`src/rtl/exc_pkg.sv`:
```
package exc_pkg;
  localparam int XLEN = 32;
  localparam int NSRC = 7;

  // source indices, highest priority first
  localparam int S_RST = 0;
  localparam int S_MC  = 1;
  localparam int S_ISI = 2;
  localparam int S_DSI = 3;
  localparam int S_SC  = 4;
  localparam int S_EXT = 5;
  localparam int S_TMR = 6;

  // state bit indices (bit 0 is the MSB)
  localparam int B_EE = XLEN-1-16;
  localparam int B_PR = XLEN-1-17;
  localparam int B_ME = XLEN-1-19;
  localparam int B_IP = XLEN-1-25;
  localparam int B_IR = XLEN-1-26;
  localparam int B_DR = XLEN-1-27;
  localparam int B_RI = XLEN-1-30;

  // instruction fault cause positions in srr1
  localparam int C_HASH = XLEN-1-1;
  localparam int C_DSEG = XLEN-1-3;
  localparam int C_PROT = XLEN-1-4;
  localparam int C_STAB = XLEN-1-10;

  typedef enum logic [2:0] {
    EXC_NONE, EXC_RST, EXC_MC, EXC_ISI, EXC_DSI, EXC_SC, EXC_EXT, EXC_TMR
  } exc_kind_e;

  function automatic logic [XLEN-1:0] keep_mask();
    logic [XLEN-1:0] m;
    m = '0;
    for (int b = 0; b < XLEN; b++)
      if (b == 0 || (b >= 5 && b <= 9) || b >= 16) m[XLEN-1-b] = 1'b1;
    return m;
  endfunction

  function automatic logic [11:0] vec_offset(exc_kind_e k);
    case (k)
      EXC_RST: return 12'h100;
      EXC_MC:  return 12'h200;
      EXC_DSI: return 12'h300;
      EXC_ISI: return 12'h400;
      EXC_EXT: return 12'h500;
      EXC_TMR: return 12'h900;
      EXC_SC:  return 12'hC00;
      default: return 12'h000;
    endcase
  endfunction
endpackage

```
`src/rtl/exc_arbiter.sv`:
```
module exc_arbiter
  import exc_pkg::*;
(
  input  logic            clk,
  input  logic            rst,
  input  logic [NSRC-1:0] req,
  input  logic            ee,
  input  logic            me,
  input  logic            halted,
  output exc_kind_e       kind,
  output logic            take,
  output logic            stop_go
);
  logic [NSRC-1:0] eff;
  logic [NSRC-1:0] grant;

  always_comb begin
    eff = req;
    eff[S_EXT] = req[S_EXT] & ee;
    eff[S_TMR] = req[S_TMR] & ee;
    if (halted) eff = '0;
    grant = '0;
    kind  = EXC_NONE;
    for (int i = NSRC-1; i >= 0; i--) begin
      if (eff[i]) begin
        grant    = '0;
        grant[i] = 1'b1;
        kind     = exc_kind_e'(3'(i + 1));
      end
    end
    stop_go = grant[S_MC] & ~me;
    take    = (|grant) & ~stop_go;
  end


  one_grant_chk: assert property (@(posedge clk) disable iff (rst)
    $onehot0(grant));


  masked_src_chk: assert property (@(posedge clk) disable iff (rst)
    !ee |-> !(grant[S_EXT] || grant[S_TMR]));
endmodule

```
`src/rtl/exc_vector_gen.sv`:
```
module exc_vector_gen
  import exc_pkg::*;
#(
  parameter logic [XLEN-1:0] VEC_HI_BASE = 32'hFFF0_0000
) (
  input  exc_kind_e       kind,
  input  logic            prefix,
  output logic [XLEN-1:0] vec_addr
);
  localparam logic [XLEN-1:0] LO_BASE = '0;

  logic [XLEN-1:0] base;

  always_comb begin
    base     = prefix ? VEC_HI_BASE : LO_BASE;
    vec_addr = base + {{(XLEN-12){1'b0}}, vec_offset(kind)};
  end
endmodule

```
`src/rtl/exc_save_gen.sv`:
```
module exc_save_gen
  import exc_pkg::*;
(
  input  exc_kind_e       kind,
  input  logic [XLEN-1:0] msr_cur,
  input  logic [XLEN-1:0] cur_pc,
  input  logic [XLEN-1:0] next_pc,
  input  logic [3:0]      isi_code,
  input  logic            mc_state_valid,
  output logic [XLEN-1:0] save_pc,
  output logic [XLEN-1:0] save_sr,
  output logic [XLEN-1:0] entry_msr
);
  localparam logic [XLEN-1:0] KEEP = keep_mask();

  always_comb begin
    case (kind)
      EXC_ISI, EXC_DSI, EXC_MC: save_pc = cur_pc;
      default:                  save_pc = next_pc;
    endcase

    save_sr = msr_cur & KEEP;
    if (kind == EXC_ISI) begin
      save_sr[C_HASH] = isi_code[3];
      save_sr[C_DSEG] = isi_code[2];
      save_sr[C_PROT] = isi_code[1];
      save_sr[C_STAB] = isi_code[0];
    end

    entry_msr       = msr_cur;
    entry_msr[B_IR] = 1'b0;
    entry_msr[B_DR] = 1'b0;
    entry_msr[B_PR] = 1'b0;
    entry_msr[B_EE] = 1'b0;
    entry_msr[B_RI] = (kind == EXC_MC) ? mc_state_valid : 1'b1;
  end
endmodule

```
`src/rtl/exc_entry_ctrl.sv`:
```
module exc_entry_ctrl
  import exc_pkg::*;
#(
  parameter logic [31:0] VEC_HI_BASE = 32'hFFF0_0000,
  parameter logic [31:0] MSR_INIT    = 32'h0000_0000
) (
  input  logic        clk,
  input  logic        rst,
  input  logic        req_sys_reset,
  input  logic        req_mcheck,
  input  logic        req_isi,
  input  logic        req_dsi,
  input  logic        req_syscall,
  input  logic        req_ext,
  input  logic        req_timer,
  input  logic        mc_state_valid,
  input  logic [3:0]  isi_code,
  input  logic [31:0] cur_pc,
  input  logic [31:0] next_pc,
  input  logic        rfi,
  input  logic        msr_load,
  input  logic [31:0] msr_wdata,
  output logic        redirect,
  output logic [31:0] redirect_pc,
  output logic [31:0] msr,
  output logic [31:0] srr0,
  output logic [31:0] srr1,
  output logic        checkstop
);
  logic [NSRC-1:0] req;
  exc_kind_e       kind;
  logic            take;
  logic            stop_go;
  logic [XLEN-1:0] vec_addr;
  logic [XLEN-1:0] save_pc;
  logic [XLEN-1:0] save_sr;
  logic [XLEN-1:0] entry_msr;

  always_comb begin
    req        = '0;
    req[S_RST] = req_sys_reset;
    req[S_MC]  = req_mcheck;
    req[S_ISI] = req_isi;
    req[S_DSI] = req_dsi;
    req[S_SC]  = req_syscall;
    req[S_EXT] = req_ext;
    req[S_TMR] = req_timer;
  end

  exc_arbiter u_arb (
    .clk(clk), .rst(rst), .req(req), .ee(msr[B_EE]), .me(msr[B_ME]),
    .halted(checkstop), .kind(kind), .take(take), .stop_go(stop_go)
  );

  exc_vector_gen #(.VEC_HI_BASE(VEC_HI_BASE)) u_vec (
    .kind(kind), .prefix(msr[B_IP]), .vec_addr(vec_addr)
  );

  exc_save_gen u_save (
    .kind(kind), .msr_cur(msr), .cur_pc(cur_pc), .next_pc(next_pc),
    .isi_code(isi_code), .mc_state_valid(mc_state_valid),
    .save_pc(save_pc), .save_sr(save_sr), .entry_msr(entry_msr)
  );

  always_ff @(posedge clk) begin
    if (rst) begin
      msr         <= MSR_INIT;
      srr0        <= '0;
      srr1        <= '0;
      redirect    <= 1'b0;
      redirect_pc <= '0;
      checkstop   <= 1'b0;
    end else begin
      redirect <= 1'b0;
      if (!checkstop) begin
        if (stop_go) begin
          checkstop <= 1'b1;
        end else if (take) begin
          srr0        <= save_pc;
          srr1        <= save_sr;
          msr         <= entry_msr;
          redirect    <= 1'b1;
          redirect_pc <= vec_addr;
        end else if (rfi) begin
          msr         <= srr1;
          redirect    <= 1'b1;
          redirect_pc <= srr0;
        end else if (msr_load) begin
          msr <= msr_wdata;
        end
      end
    end
  end


  entry_mode_chk: assert property (@(posedge clk) disable iff (rst)
    take |=> (redirect && !msr[B_IR] && !msr[B_DR] && !msr[B_PR] && !msr[B_EE]));


  vec_align_chk: assert property (@(posedge clk) disable iff (rst)
    take |=> (redirect_pc[7:0] == 8'h00));


  checkstop_hold_chk: assert property (@(posedge clk) disable iff (rst)
    checkstop |=> (checkstop && !redirect));


  checkstop_entry_chk: assert property (@(posedge clk) disable iff (rst)
    stop_go |=> (checkstop && !redirect));


  rfi_restore_chk: assert property (@(posedge clk) disable iff (rst)
    (rfi && !take && !stop_go && !checkstop) |=>
      (redirect && msr == $past(srr1) && redirect_pc == $past(srr0)));
endmodule

```
`config.mk`:
```
export PLATFORM = sky130hd
export DESIGN_NAME = exc_entry_ctrl
export DESIGN_NICKNAME = d
export VERILOG_FILES = /design/src/rtl/exc_pkg.sv /design/src/rtl/exc_arbiter.sv /design/src/rtl/exc_vector_gen.sv /design/src/rtl/exc_save_gen.sv /design/src/rtl/exc_entry_ctrl.sv
export SDC_FILE = /design/constraint.sdc
export NUM_CORES = 1
export LEC_CHECK = 0
export CAP_MARGIN = 5
export CORE_ASPECT_RATIO = 1.4
export CORE_MARGIN = 10
export CORE_UTILIZATION = 35
export CTS_CLUSTER_SIZE = 12
export DETAILED_ROUTE_END_ITERATION = 8
export PLACE_DENSITY = 0.7
export SLEW_MARGIN = 10
export SYNTH_ARGS = -nofsm -noshare
export SYNTH_HDL_FRONTEND = slang
export SYNTH_SLANG_ARGS = --single-unit
```
`constraint.sdc`:
```
create_clock -name clk -period 1.65 [get_ports clk]
set_input_delay 0.165 -clock clk [delete_from_list [all_inputs] [get_ports clk]]
set_output_delay 0.165 -clock clk [all_outputs]
set_load 0.02 [all_outputs]
```
Word level (Yosys, flattened, before mapping). Cells that the tools add are included.

Bits in registers: 124. Bits of input ports: 112. Output and inout bits: 130.

$add $sub $neg: 1. Equal/unequal tests: 7. Mux-type cells: 31. Bitwise logic cells: 8. Reductions and logical operators: 10.

Operators with widths (number): 32-bit 2-to-1 mux (6); 12-bit one-hot mux with 7 select lines (1); 7-bit 2-to-1 mux (8); 32-bit by 12-bit adder with 32-bit output (1); 3-bit 2-to-1 mux (7); 16-bit 2-to-1 mux (1); 3-bit equality test, second input constant (4); 3-bit AND reduction (3); 1-bit 2-to-1 mux (7); 7-bit OR reduction (1); 3-bit by 2-bit equality test with 1-bit output, second input constant (2); 3-bit OR reduction (2); 1-bit bitwise AND (4); 1-bit NOT (4); 4-bit AND reduction (1); 2-bit nonzero test (2); 3-bit by 1-bit equality test with 1-bit output, second input constant (1); 3-bit nonzero test (1); 2-bit 2-to-1 mux (1).

Depth between registers and ports, before layout. Gate-level depths: netlist of the first run.

Depth in word-level cells: 14. Gate-level depth with buffers: 7. Depth with buffers taken out: 5.

Cells and area by module. A second synthesis of the first run with hierarchy kept.

Cells, all modules: 770. Area total of the unflattened synthesis: 6782.8 um^2.

By module, submodules not included: exc_entry_ctrl (times used 1, cells an instance 614, area each 5496.5 um^2, seq. area each 2602.5 um^2); exc_save_gen (times used 1, cells an instance 104, area each 903.4 um^2, seq. area each 0.0 um^2); exc_vector_gen (times used 1, cells an instance 37, area each 267.8 um^2, seq. area each 0.0 um^2); exc_arbiter (times used 1, cells an instance 15, area each 115.1 um^2, seq. area each 0.0 um^2).

Worst setup path before layout of the first run. Ideal clock, no wire load.

Kind: reg-to-reg. Start: reg checkstop. End: reg srr0[18]. Arrival: 1.440 ns. Data required time: 1.504 ns. Path slack: 0.064 ns. Stages on the path, launching flop included: 7. Path buffers: 2. Clock period less this slack: 1.586 ns. Cells stage by stage: dfxtp_1 nor2_1 o31a_1 buf_2 buf_2 mux2i_1 a211oi_2.

Word-level cells in the longest chain between the ends: 11. Elaborated cells between the ends (all ways): 26. Those cells by class: 3 x eq/ne; 16 x mux; 4 x bitwise; 3 x reduce/logical.

Ends and longest elaborated chain: from (decl) (RTL line exc_entry_ctrl.sv:28) `output logic checkstop`; from (signal assigned) (RTL line exc_entry_ctrl.sv:72) `checkstop <= 1'b0;`; from (signal assigned) (RTL line exc_entry_ctrl.sv:77) `checkstop <= 1'b1;`; 7-bit 2-to-1 mux (RTL line exc_arbiter.sv:21) `if (halted) eff = '0;`; 7-bit 2-to-1 mux / 3-bit 2-to-1 mux (equally long branches) (6 in series) (RTL line exc_arbiter.sv:25) `if (eff[i]) begin`; 7-bit 2-to-1 mux, or another cell as far along (RTL line exc_arbiter.sv:25); 7-bit OR reduction, or another cell as far along (RTL line exc_arbiter.sv:32) `take = (|grant) & ~stop_go;`; 1-bit bitwise AND / 3-bit OR reduction (equally long branches) (RTL line exc_arbiter.sv:32, exc_save_gen.sv:17); 3-bit AND reduction (no line) / 32-bit 2-to-1 mux (equally long branches); to (signal assigned) (RTL line exc_entry_ctrl.sv:79) `srr0 <= save_pc;`; to (decl) (RTL line exc_entry_ctrl.sv:26) `output logic [31:0] srr0,`.

Several ways; a longest one is shown, not always the timed one. A chain may end at the register's enable or synchronous reset.

Worst setup path in the final report of the first run.
Start: reg msr[25]. End: out msr[25].

RTL lines: from (decl) (RTL line exc_entry_ctrl.sv:25) `output logic [31:0] msr,`; from (signal assigned) (RTL line exc_entry_ctrl.sv:81) `msr <= entry_msr;`; from (signal assigned) (RTL line exc_entry_ctrl.sv:85) `msr <= srr1;`; from (signal assigned) (RTL line exc_entry_ctrl.sv:89) `msr <= msr_wdata;`.

No word-level cell between the ends.

==> flow_metrics.py, run 1 <==
metrics = {
    "run_status": {
        "status": "completed",
    },
    "clocking": {
        "root_buffer": "clkbuf_16",
        "ctsHtreeMaxLevel": 4,
        "cts_buffers": 17,
        "path_clk_slew_ns": 0.06,
        "clk_path_buf_depth": 2,
        "cts_tree": "done",
        "clock_latency_ns": 0.41,
        "clock_sinks": 124,
        "cts-hold-fix-buffers": 0,
    },
    "routing": {
        "ant_nets": 0,
        "wl_met3_mm": 1.29,
        "dr_wl_met2_mm": 9.89,
        "wl_mm": 18.9,
        "wl_per_cell_microns": 18.3,
        "drc_errors": 0,
        "vias_per_cell": 5.05,
        "wl_met1_mm": 7.37,
        "initialDrtViolationCount": 367,
        "vias": 5219,
        "drt-pass1-iter-count": 4,
        "top_layer": "met4",
    },
    "floorplanning": {
        "die-area_sq_um": 20800,
        "num_io_pins": 242,
        "die_y_microns": 167,
        "start_util": 0.358,
        "core_region_area_sq_um": 15100,
        "die_x_microns": 125,
        "std_cell_rows": 53,
    },
    "placement": {
        "place_congestion": 0.835,
        "port_buffers": 235,
        "dp_hpwl_mm": 14.4,
        "post-place-ws_ns": -0.460,
    },
    "logic_synthesis": {
        "yosysUniqueCellTypes": 41,
        "synthXorXnorAreaFrac": 0,
        "synth_edf_count": 0,
        "synth_area_leaders": "dfxtp_1 (46%), mux2i_1 (10%), a21oi_1 (5.6%)",
        "synth_compound_area_frac": 0.183,
        "synth_top_family_by_area": "compound AO/OA/AOI/OAI gates",
        "synth_top_area_cell": "dfxtp_1",
        "synthArstFlopShare": 0,
        "ys_ff_latch": 124,
        "ys_top_cells_by_count": "dfxtp_1 (124), nor2_1 (78), nand2_1 (70), a21oi_1 (60), mux2i_1 (55)",
        "yosysTopAreaCellShare": 0.461,
        "synthMuxAreaShare": 0.111,
        "synth_flop_cell": "dfxtp_1",
        "yosysSeqAreaShare": 0.461,
        "synth-simple-area-share": 0.160,
        "synth_most_common_cell": "dfxtp_1",
        "avgSynthCellArea_sq_um": 8.98,
        "syn_inst": 600,
        "yosysWarnings": 0,
        "synthAdderAreaFrac": 0,
        "syn_area_sq_um": 5390,
    },
    "timing": {
        "setup_violations": 0,
        "max_freq_ghz": 0.625,
        "drv_slew": 0,
        "finalWorstSetupSlack_ns": 0.0506,
        "final.setup_skew_ns": 0.0111,
        "rsz0062_at_grt": "false",
        "fin_crit_sh": 0.969,
        "min_period_ns": 1.60,
        "hold_viol": 0,
        "finalSetupTns_ns": 0,
    },
    "power_and_ir_drop": {
        "p_per_area_nw_per_um2": 965,
        "power_leakage_nw": 3.24,
        "vdd_drop_max_v": 0.000542,
    },
    "global_routing": {
        "grt_pass1_vias": 5430,
        "grt-ovfl-total": 0,
        "grt_max_degree": 51,
        "antenna_found_initial": 1,
        "grtUsageTotal": 0.176,
        "grt_pass1_wl_mm": 30.0,
    },
    "worst_setup_path": {
        "critPathLaunch": "msr[25]",
        "path_class": "register to output port",
        "arrival_ns": 1.43,
        "crit_family": "buffers and inverters",
        "r2r_cells": 7,
        "crit_path_start_kind": "register",
        "crit_cells": 1,
        "cp-endpoint": "msr[25]",
        "crit_chain": "clkdlybuf4s50_1",
        "max_stage_delay_ns": 0.68,
        "rr_endpoint": "msr[3]",
        "critPathMaxFanout": 3,
        "path_buf_inv": 1,
        "critPathRequiredTime_ns": 1.48,
        "r2r-start": "msr[12]",
        "endpoint_kind": "output port",
        "rrSetupSlack_ns": 0.09,
        "cp_slowest_cell": "clkdlybuf4s50_1",
    },
    "finish": {
        "nNetsFinal": 942,
        "final_layout_size_suffix_gt1_frac": 0.137,
        "area_growth_pct": 60.6,
    },
    "job": {
        "max_cap_violations": 0,
    },
    "worst_hold_path": {
        "hold_path.class": "primary input to register",
    },
}
[logic make-up after synthesis]
group / after synthesis
other: 1
AND/OR/NAND/NOR: 200
AO/OA/AOI/OAI: 137
buffers and inverters: 79
multiplexers: 59
flip-flops: 124
[area by class of cell]
type,instances,area [sq um]
clock inverter,13,123
fill,1300,6400
tap,192,240
sequential,124,2480
timing repair buffer,281,2860
antenna,1,2.50
multi-input combinational,402,2510
inverter,4,15.0
clock buffer,17,425
[registers in the layout (all words and copies together), names as in the netlist]
| signal | flops |
|---|---|
| msr | 32 |
| checkstop | 1 |
| srr1 | 26 |
| redirect_pc | 32 |
| srr0 | 32 |
| redirect | 1 |
[worst reg2reg max path, delay by kind of cell, from the launching register on]
| family | cells | cell delay (ns) |
|---|---|---|
| buf+inv | 3 | 0.43 |
| simple gates | 2 | 0.31 |
| flops | 1 | 0.33 |
| compound gates | 2 | 0.41 |
[placed cells by master, fill, tap and decap left out, types with 3 or more instances in the layout]
master	n
buf_4	33
nand2_1	69
clkinvlp_4	7
clkdlybuf4s50_1	223
inv_1	3
clkbuf_16	17
buf_12	9
dlymetal6s2s_1	4
dfxtp_1	124
nor3_1	16
nor2_1	78
nand3_1	23
buf_6	3
conb_1	6
dlygate4sd2_1	7
a21oi_1	60
a211oi_2	21
a22oi_1	4
a211oi_1	36
mux2_2	4
mux2i_1	55
a22o_1	4
[routing by layer]
| metal | up-vias | GRT usage |
|---|---|---|
| met5 | - | 0 |
| met4 | 0 | 0.0643 |
| met3 | 19 | 0.0594 |
| met2 | 187 | 0.312 |
| met1 | 2483 | 0.189 |
| li1 | 2530 | - |
[worst min path at each step]
stage,cells past startpoint,start,slack (ns),endpoint
floorplan,2,isi_code[0],0.31,srr1[21]
global placement,2,redirect_pc[17],0.44,redirect_pc[17]
detailed placement,2,redirect_pc[19],0.44,redirect_pc[19]
CTS,2,rst,0.16,msr[1]
global route,2,rst,0.17,msr[1]
finish,2,rst,0.18,msr[1]
[per-stage QoR]
step / std cells / hold WS (ns) / area, sq um / power, mW / util
final: 1034 / 0.176 / 8660 / 8.35 / 0.575
after CTS: 1032 / 0.162 / 8630 / 8.44 / 0.573
after detailed placement: 998 / 0.444 / 7990 / 4.95 / 0.531
after floorplan: 605 / 0.313 / 5410 / 4.11 / -
after global placement: 998 / 0.438 / 7990 / 4.92 / 0.531
after global routing: 1034 / 0.174 / 8660 / 8.69 / 0.575
[timing repair]
action,4_1_cts,5_1_grt
pin swaps,2,3
endpoints found under the hold margin,0,0
setup endpoints to repair,70,74
gates cloned,2,0
resized for setup,14,9
buffers inserted,2,1
[power by group]
part	total (mW)	switching [mW]	internal (mW)	leakage, nW
registers	3.26	0.112	3.15	1.01
logic	1.65	0.827	0.827	1.98
clock network	3.43	1.37	2.06	0.246
Note: power is estimated with default switching activity, not from simulation.
==> run 2: changes to the inputs <==
--- a/config.mk
+++ b/config.mk
@@ -6,7 +6,7 @@
 export NUM_CORES = 1
 export LEC_CHECK = 0
 export CAP_MARGIN = 5
-export CORE_ASPECT_RATIO = 1.4
+export CORE_ASPECT_RATIO = 2
 export CORE_MARGIN = 10
 export CORE_UTILIZATION = 35
 export CTS_CLUSTER_SIZE = 12
==> flow_metrics.py, run 2 (same netlist as run 1, synthesis figures left out) <==
metrics = {
    "timing": {
        "min_period_ns": 1.61,
        "max_freq_ghz": 0.620,
        "drv_slew": 0,
        "holdWs_ns": 0.168,
        "finalSetupTns_ns": 0,
        "final.setup_skew_ns": 0.0108,
        "setup_violations": 0,
        "hold_viol": 0,
        "relSlewSlack": 0.604,
        "worstMarginPinSlew_ns": 0.587,
        "fin_crit_sh": 0.977,
    },
    "job": {
        "max_cap_violations": 0,
    },
    "placement": {
        "place_congestion": 0.789,
        "placed_cell_area_sq_um": 8150,
        "dp_hpwl_mm": 14.7,
        "port_buffers": 235,
    },
    "finish": {
        "post-route-cell-area_sq_um": 9130,
        "mostFrequentLayoutCell": "clkdlybuf4s50_1",
        "mostFrequentLayoutCells": "clkdlybuf4s50_1 (221), dfxtp_1 (122), nor2_1 (77)",
        "area_growth_pct": 69.4,
        "final_layout_size_suffix_gt1_frac": 0.188,
        "nNetsFinal": 968,
        "largestRegisters": "msr x32, redirect_pc x32, srr0 x32",
        "nFillCells": 1333,
        "antennaDiodeCount": 0,
        "final_util": 0.600,
    },
    "routing": {
        "drc_errors": 0,
        "drt-pass1-iter-count": 4,
        "initialDrtViolationCount": 152,
        "ant_nets": 0,
        "vias": 5274,
        "wl_per_cell_microns": 19.2,
        "vias_per_cell": 4.94,
        "wl_mm": 20.5,
    },
    "worst_hold_path": {
        "hold_path.class": "primary input to register",
        "whs_path_depth": 2,
    },
    "floorplanning": {
        "start_util": 0.354,
        "die_x_microns": 108,
        "die_y_microns": 195,
        "num_io_pins": 242,
        "std_cell_rows": 64,
        "core_region_area_sq_um": 15200,
        "die-area_sq_um": 21100,
    },
    "worst_setup_path": {
        "crit_top_cell": "buf_12",
        "crit_path_start_kind": "primary input",
        "crit_chain": "clkdlybuf4s50_1, nor4_4, buf_4, nand3_4, nor3_4, buf_12, buf_12, nor2_1, a211oi_1",
        "critPathMaxFanout": 11,
        "rrSetupSlack_ns": 0.06,
        "endpoint_kind": "register",
        "r2r_cells": 7,
        "max_stage_delay_ns": 0.46,
        "arrival_ns": 1.92,
        "critPathRequiredTime_ns": 1.96,
        "cp_slowest_cell": "clkdlybuf4s50_1",
        "path_class": "primary input to register",
    },
    "clocking": {
        "cts-hold-fix-buffers": 0,
        "clk_path_buf_depth": 2,
        "cts_buffers": 17,
        "clock_sinks": 124,
        "clock_latency_ns": 0.41,
        "ctsHtreeMaxLevel": 4,
        "root_buffer": "clkbuf_16",
        "cts_tree": "done",
        "path_clk_slew_ns": 0.06,
    },
    "power_and_ir_drop": {
        "p_total_mw": 8.95,
        "power_leakage_nw": 3.50,
        "p_per_area_nw_per_um2": 980,
        "vdd_drop_max_v": 0.000701,
    },
    "global_routing": {
        "met2_usage": 0.346,
        "grtUsageTotal": 0.187,
        "antenna_found_initial": 1,
        "grt-ovfl-total": 0,
        "grt_pass1_wl_mm": 31.1,
        "grt_pass1_vias": 5480,
        "grt_max_degree": 42,
        "globalRoute.busiestLayer": "met2",
        "use_met1": 0.188,
        "met3_usage": 0.0531,
    },
    "run_status": {
        "status": "completed",
    },
}
## run 2: worst paths after layout
| path | from | to |
|---|---|---|
| max | req_sys_reset | msr[9] |
| min | rst | msr[1] |
| max reg2reg | checkstop | msr[9] |
| min reg2reg | redirect_pc[6] | redirect_pc[6] |
## run 2: per-layer routing
layer  up-vias  wire (microns)
li1       2586               -
met1      2484            7130
met2       177           11500
met3        27            1290
met4         0             528
met5         -               0
## run 2: through the flow
stage	instances	setup WS, ns
2_1_floorplan	605	0.0639
3_3_place_gp	1020	-0.534
3_5_place_dp	1020	-0.587
4_1_cts	1060	0.00111
5_1_grt	1067	-0.0196
6_report	1067	0.0380
## run 2: cell type report
| class | instances | area, sq um | share of cell area |
|---|---|---|---|
| inverter | 4 | 15.0 | 0.00164 |
| clock inverter | 15 | 185 | 0.0203 |
| tap | 198 | 248 | 0.0271 |
| timing repair buffer | 306 | 3140 | 0.344 |
| clock buffer | 17 | 425 | 0.0466 |
| multi-input combinational | 403 | 2630 | 0.288 |
| sequential | 124 | 2480 | 0.272 |
## run 2: what timing repair did
| item | 4_1_cts | 5_1_grt |
|---|---|---|
| buffers inserted | 6 | 5 |
| gates resized for setup | 21 | 23 |
| cloned | 2 | 2 |
| setup endpoints to repair | 87 | 94 |
| pin swaps | 2 | 6 |
## run 2: power by group
group,internal [mW],leakage [nW],switching [mW]
Sequential,3.15,1.01,0.112
Clock,2.40,0.295,1.48
Combinational,0.920,2.19,0.886
Total,6.47,3.50,2.48
## run 2: worst max-delay path, delay by kind of cell
family,cells,cell delay (ns)
AOI/OAI and AO/OA,1,0.24
buffers and inverters,4,0.92
and+or+nand+nor,4,0.58
==> run 3: changes to the inputs <==
--- a/config.mk
+++ b/config.mk
@@ -5,13 +5,14 @@
 export SDC_FILE = /design/constraint.sdc
 export NUM_CORES = 1
 export LEC_CHECK = 0
+export ABC_CLOCK_PERIOD_IN_PS = 1750
 export CAP_MARGIN = 5
 export CORE_ASPECT_RATIO = 2
 export CORE_MARGIN = 10
 export CORE_UTILIZATION = 35
 export CTS_CLUSTER_SIZE = 12
 export DETAILED_ROUTE_END_ITERATION = 8
-export PLACE_DENSITY = 0.7
+export PLACE_DENSITY = 0.67
 export SLEW_MARGIN = 10
 export SYNTH_ARGS = -nofsm -noshare
 export SYNTH_HDL_FRONTEND = slang
==> constraint.sdc (replaced) <==
create_clock -name clk -period 1.75 [get_ports clk]
set_input_delay 0.175 -clock clk [delete_from_list [all_inputs] [get_ports clk]]
set_output_delay 0.175 -clock clk [all_outputs]
set_load 0.02 [all_outputs]
==> flow_metrics.py, run 3 (same netlist as run 1, synthesis figures left out) <==
metrics = {
    "timing": {
        "drv_slew": 0,
        "max_freq_ghz": 0.599,
        "relSlewSlack": 0.674,
        "final.setup_skew_ns": 0.0109,
        "setup_violations": 0,
        "rsz0062_at_grt": "true",
        "worstMarginPinSlew_ns": 0.482,
        "holdWs_ns": 0.0861,
        "fin_crit_sh": 0.954,
        "min_period_ns": 1.67,
        "hold_viol": 0,
    },
    "power_and_ir_drop": {
        "p_total_mw": 8.48,
        "vdd_drop_max_v": 0.000905,
        "power_leakage_nw": 3.37,
        "p_per_area_nw_per_um2": 953,
    },
    "clocking": {
        "clk_path_buf_depth": 2,
        "root_buffer": "clkbuf_16",
        "ctsHtreeMaxLevel": 4,
        "cts_buffers": 17,
        "cts_tree": "done",
        "clock_latency_ns": 0.41,
        "path_clk_slew_ns": 0.06,
        "clock_sinks": 124,
    },
    "finish": {
        "mostFrequentLayoutCells": "clkdlybuf4s50_1 (227), dfxtp_1 (124), nor2_1 (78)",
        "post-route-cell-area_sq_um": 8900,
        "largestRegisters": "msr x32, redirect_pc x32, srr0 x32",
        "nNetsFinal": 958,
        "final_layout_size_suffix_gt1_frac": 0.155,
        "mostFrequentLayoutCell": "clkdlybuf4s50_1",
        "area_growth_pct": 65.1,
    },
    "placement": {
        "dp_hpwl_mm": 15.5,
        "placed_cell_area_sq_um": 8100,
        "place_congestion": 0.786,
        "port_buffers": 235,
    },
    "worst_setup_path": {
        "path_class": "register to register",
        "r2r_cells": 8,
        "crit_path_start_kind": "register",
        "crit_family": "buffers and inverters",
        "crit_chain": "nand2b_4, buf_4, o21ba_2, o211ai_1, buf_4, clkdlybuf4s15_2, a21oi_1, nor3_1",
        "max_stage_delay_ns": 0.31,
        "arrival_ns": 1.99,
        "rrSetupSlack_ns": 0.08,
        "path_buf_inv": 3,
        "critPathMaxFanout": 5,
        "r2r-start": "msr[12]",
        "cp_slowest_cell": "dfxtp_1",
        "crit_top_cell": "buf_4",
        "rr_endpoint": "redirect_pc[31]",
        "critPathRequiredTime_ns": 2.07,
        "endpoint_kind": "register",
    },
    "global_routing": {
        "grtUsageTotal": 0.188,
        "met3_usage": 0.0505,
        "met2_usage": 0.351,
        "globalRoute.busiestLayer": "met2",
        "use_met1": 0.177,
        "grt_pass1_wl_mm": 31.1,
        "grt-ovfl-total": 0,
        "grt_pass1_vias": 5640,
        "grt_max_degree": 57,
        "antenna_found_initial": 1,
    },
    "floorplanning": {
        "die-area_sq_um": 21100,
        "die_y_microns": 195,
        "std_cell_rows": 64,
        "die_x_microns": 108,
        "num_io_pins": 242,
        "core_region_area_sq_um": 15200,
        "start_util": 0.354,
    },
    "routing": {
        "initialDrtViolationCount": 117,
        "drt-pass1-iter-count": 5,
        "wl_mm": 20.5,
        "vias": 5318,
        "wl_per_cell_microns": 19.3,
        "vias_per_cell": 5.03,
        "drc_errors": 0,
        "ant_nets": 0,
    },
    "worst_hold_path": {
        "min_to": "msr[16]",
        "hold_path.class": "primary input to register",
        "hp-start": "rst",
        "whs_path_depth": 2,
    },
    "run_status": {
        "status": "completed",
    },
    "job": {
        "max_cap_violations": 0,
    },
}
-- run 3: cell types whose count changed in the layout (fill, tap and decap cells not counted), moves of 2 or more --
cell,previous run,this run
buf_4,51,47
dfxtp_2,2,0
dfxtp_1,122,124
buf_12,15,11
dlygate4sd2_1,7,1
clkdlybuf4s50_1,221,227
inv_6,6,3
a211oi_2,33,21
a211oi_1,24,36
-- run 3: layer usage --
| metal | part of all wire | vias up |
|---|---|---|
| met2 | 0.56 | 186 |
| met3 | 0.058 | 43 |
| li1 | - | 2565 |
| met5 | 0 | - |
| met4 | 0.038 | 0 |
| met1 | 0.34 | 2524 |
-- run 3: cell type report --
type                       count  area (sq um)
inverter                       4          15.0
tap                          198           248
clock inverter                13           189
multi-input combinational    403          2540
antenna                        1          2.50
fill                        1346          6320
sequential                   124          2480
timing repair buffer         296          2980
clock buffer                  19           443
-- run 3: repair_timing --
item	in CTS	in global routing
buffers inserted	1	5
pin swaps	2	6
cloned	1	2
setup endpoints to repair	71	93
hold buffers	0	0
gates resized for setup	7	9
-- run 3: metrics by stage --
step	utilization	worst slack (ns)	instances	TNS [ns]
2_1_floorplan	-	0.164	605	0
3_3_place_gp	0.533	-0.424	1016	-38.88
3_5_place_dp	0.533	-0.530	1016	-47.41
4_1_cts	0.577	0.00689	1050	0
5_1_grt	0.585	-0.00706	1058	-0.0143
6_report	0.585	0.0810	1058	0
-- run 3: worst max-delay path by stage --
stage / startpoint / to / slack (ns) / depth (start not counted)
4_1_cts: msr[15] / msr[15] / 0.007 / 2
3_3_place_gp: req_mcheck / redirect_pc[8] / -0.42 / 6
3_5_place_dp: req_mcheck / redirect_pc[2] / -0.53 / 6
5_1_grt: msr[15] / redirect_pc[11] / -0.007 / 8
6_report: msr[12] / redirect_pc[31] / 0.08 / 8
2_1_floorplan: checkstop / srr0[18] / 0.16 / 6
-- run 3: power breakdown --
| part | total (mW) | internal, mW | switching, mW |
|---|---|---|---|
| registers | 3.08 | 2.97 | 0.114 |
| clock network | 3.76 | 2.43 | 1.32 |
| logic | 1.63 | 0.826 | 0.808 |
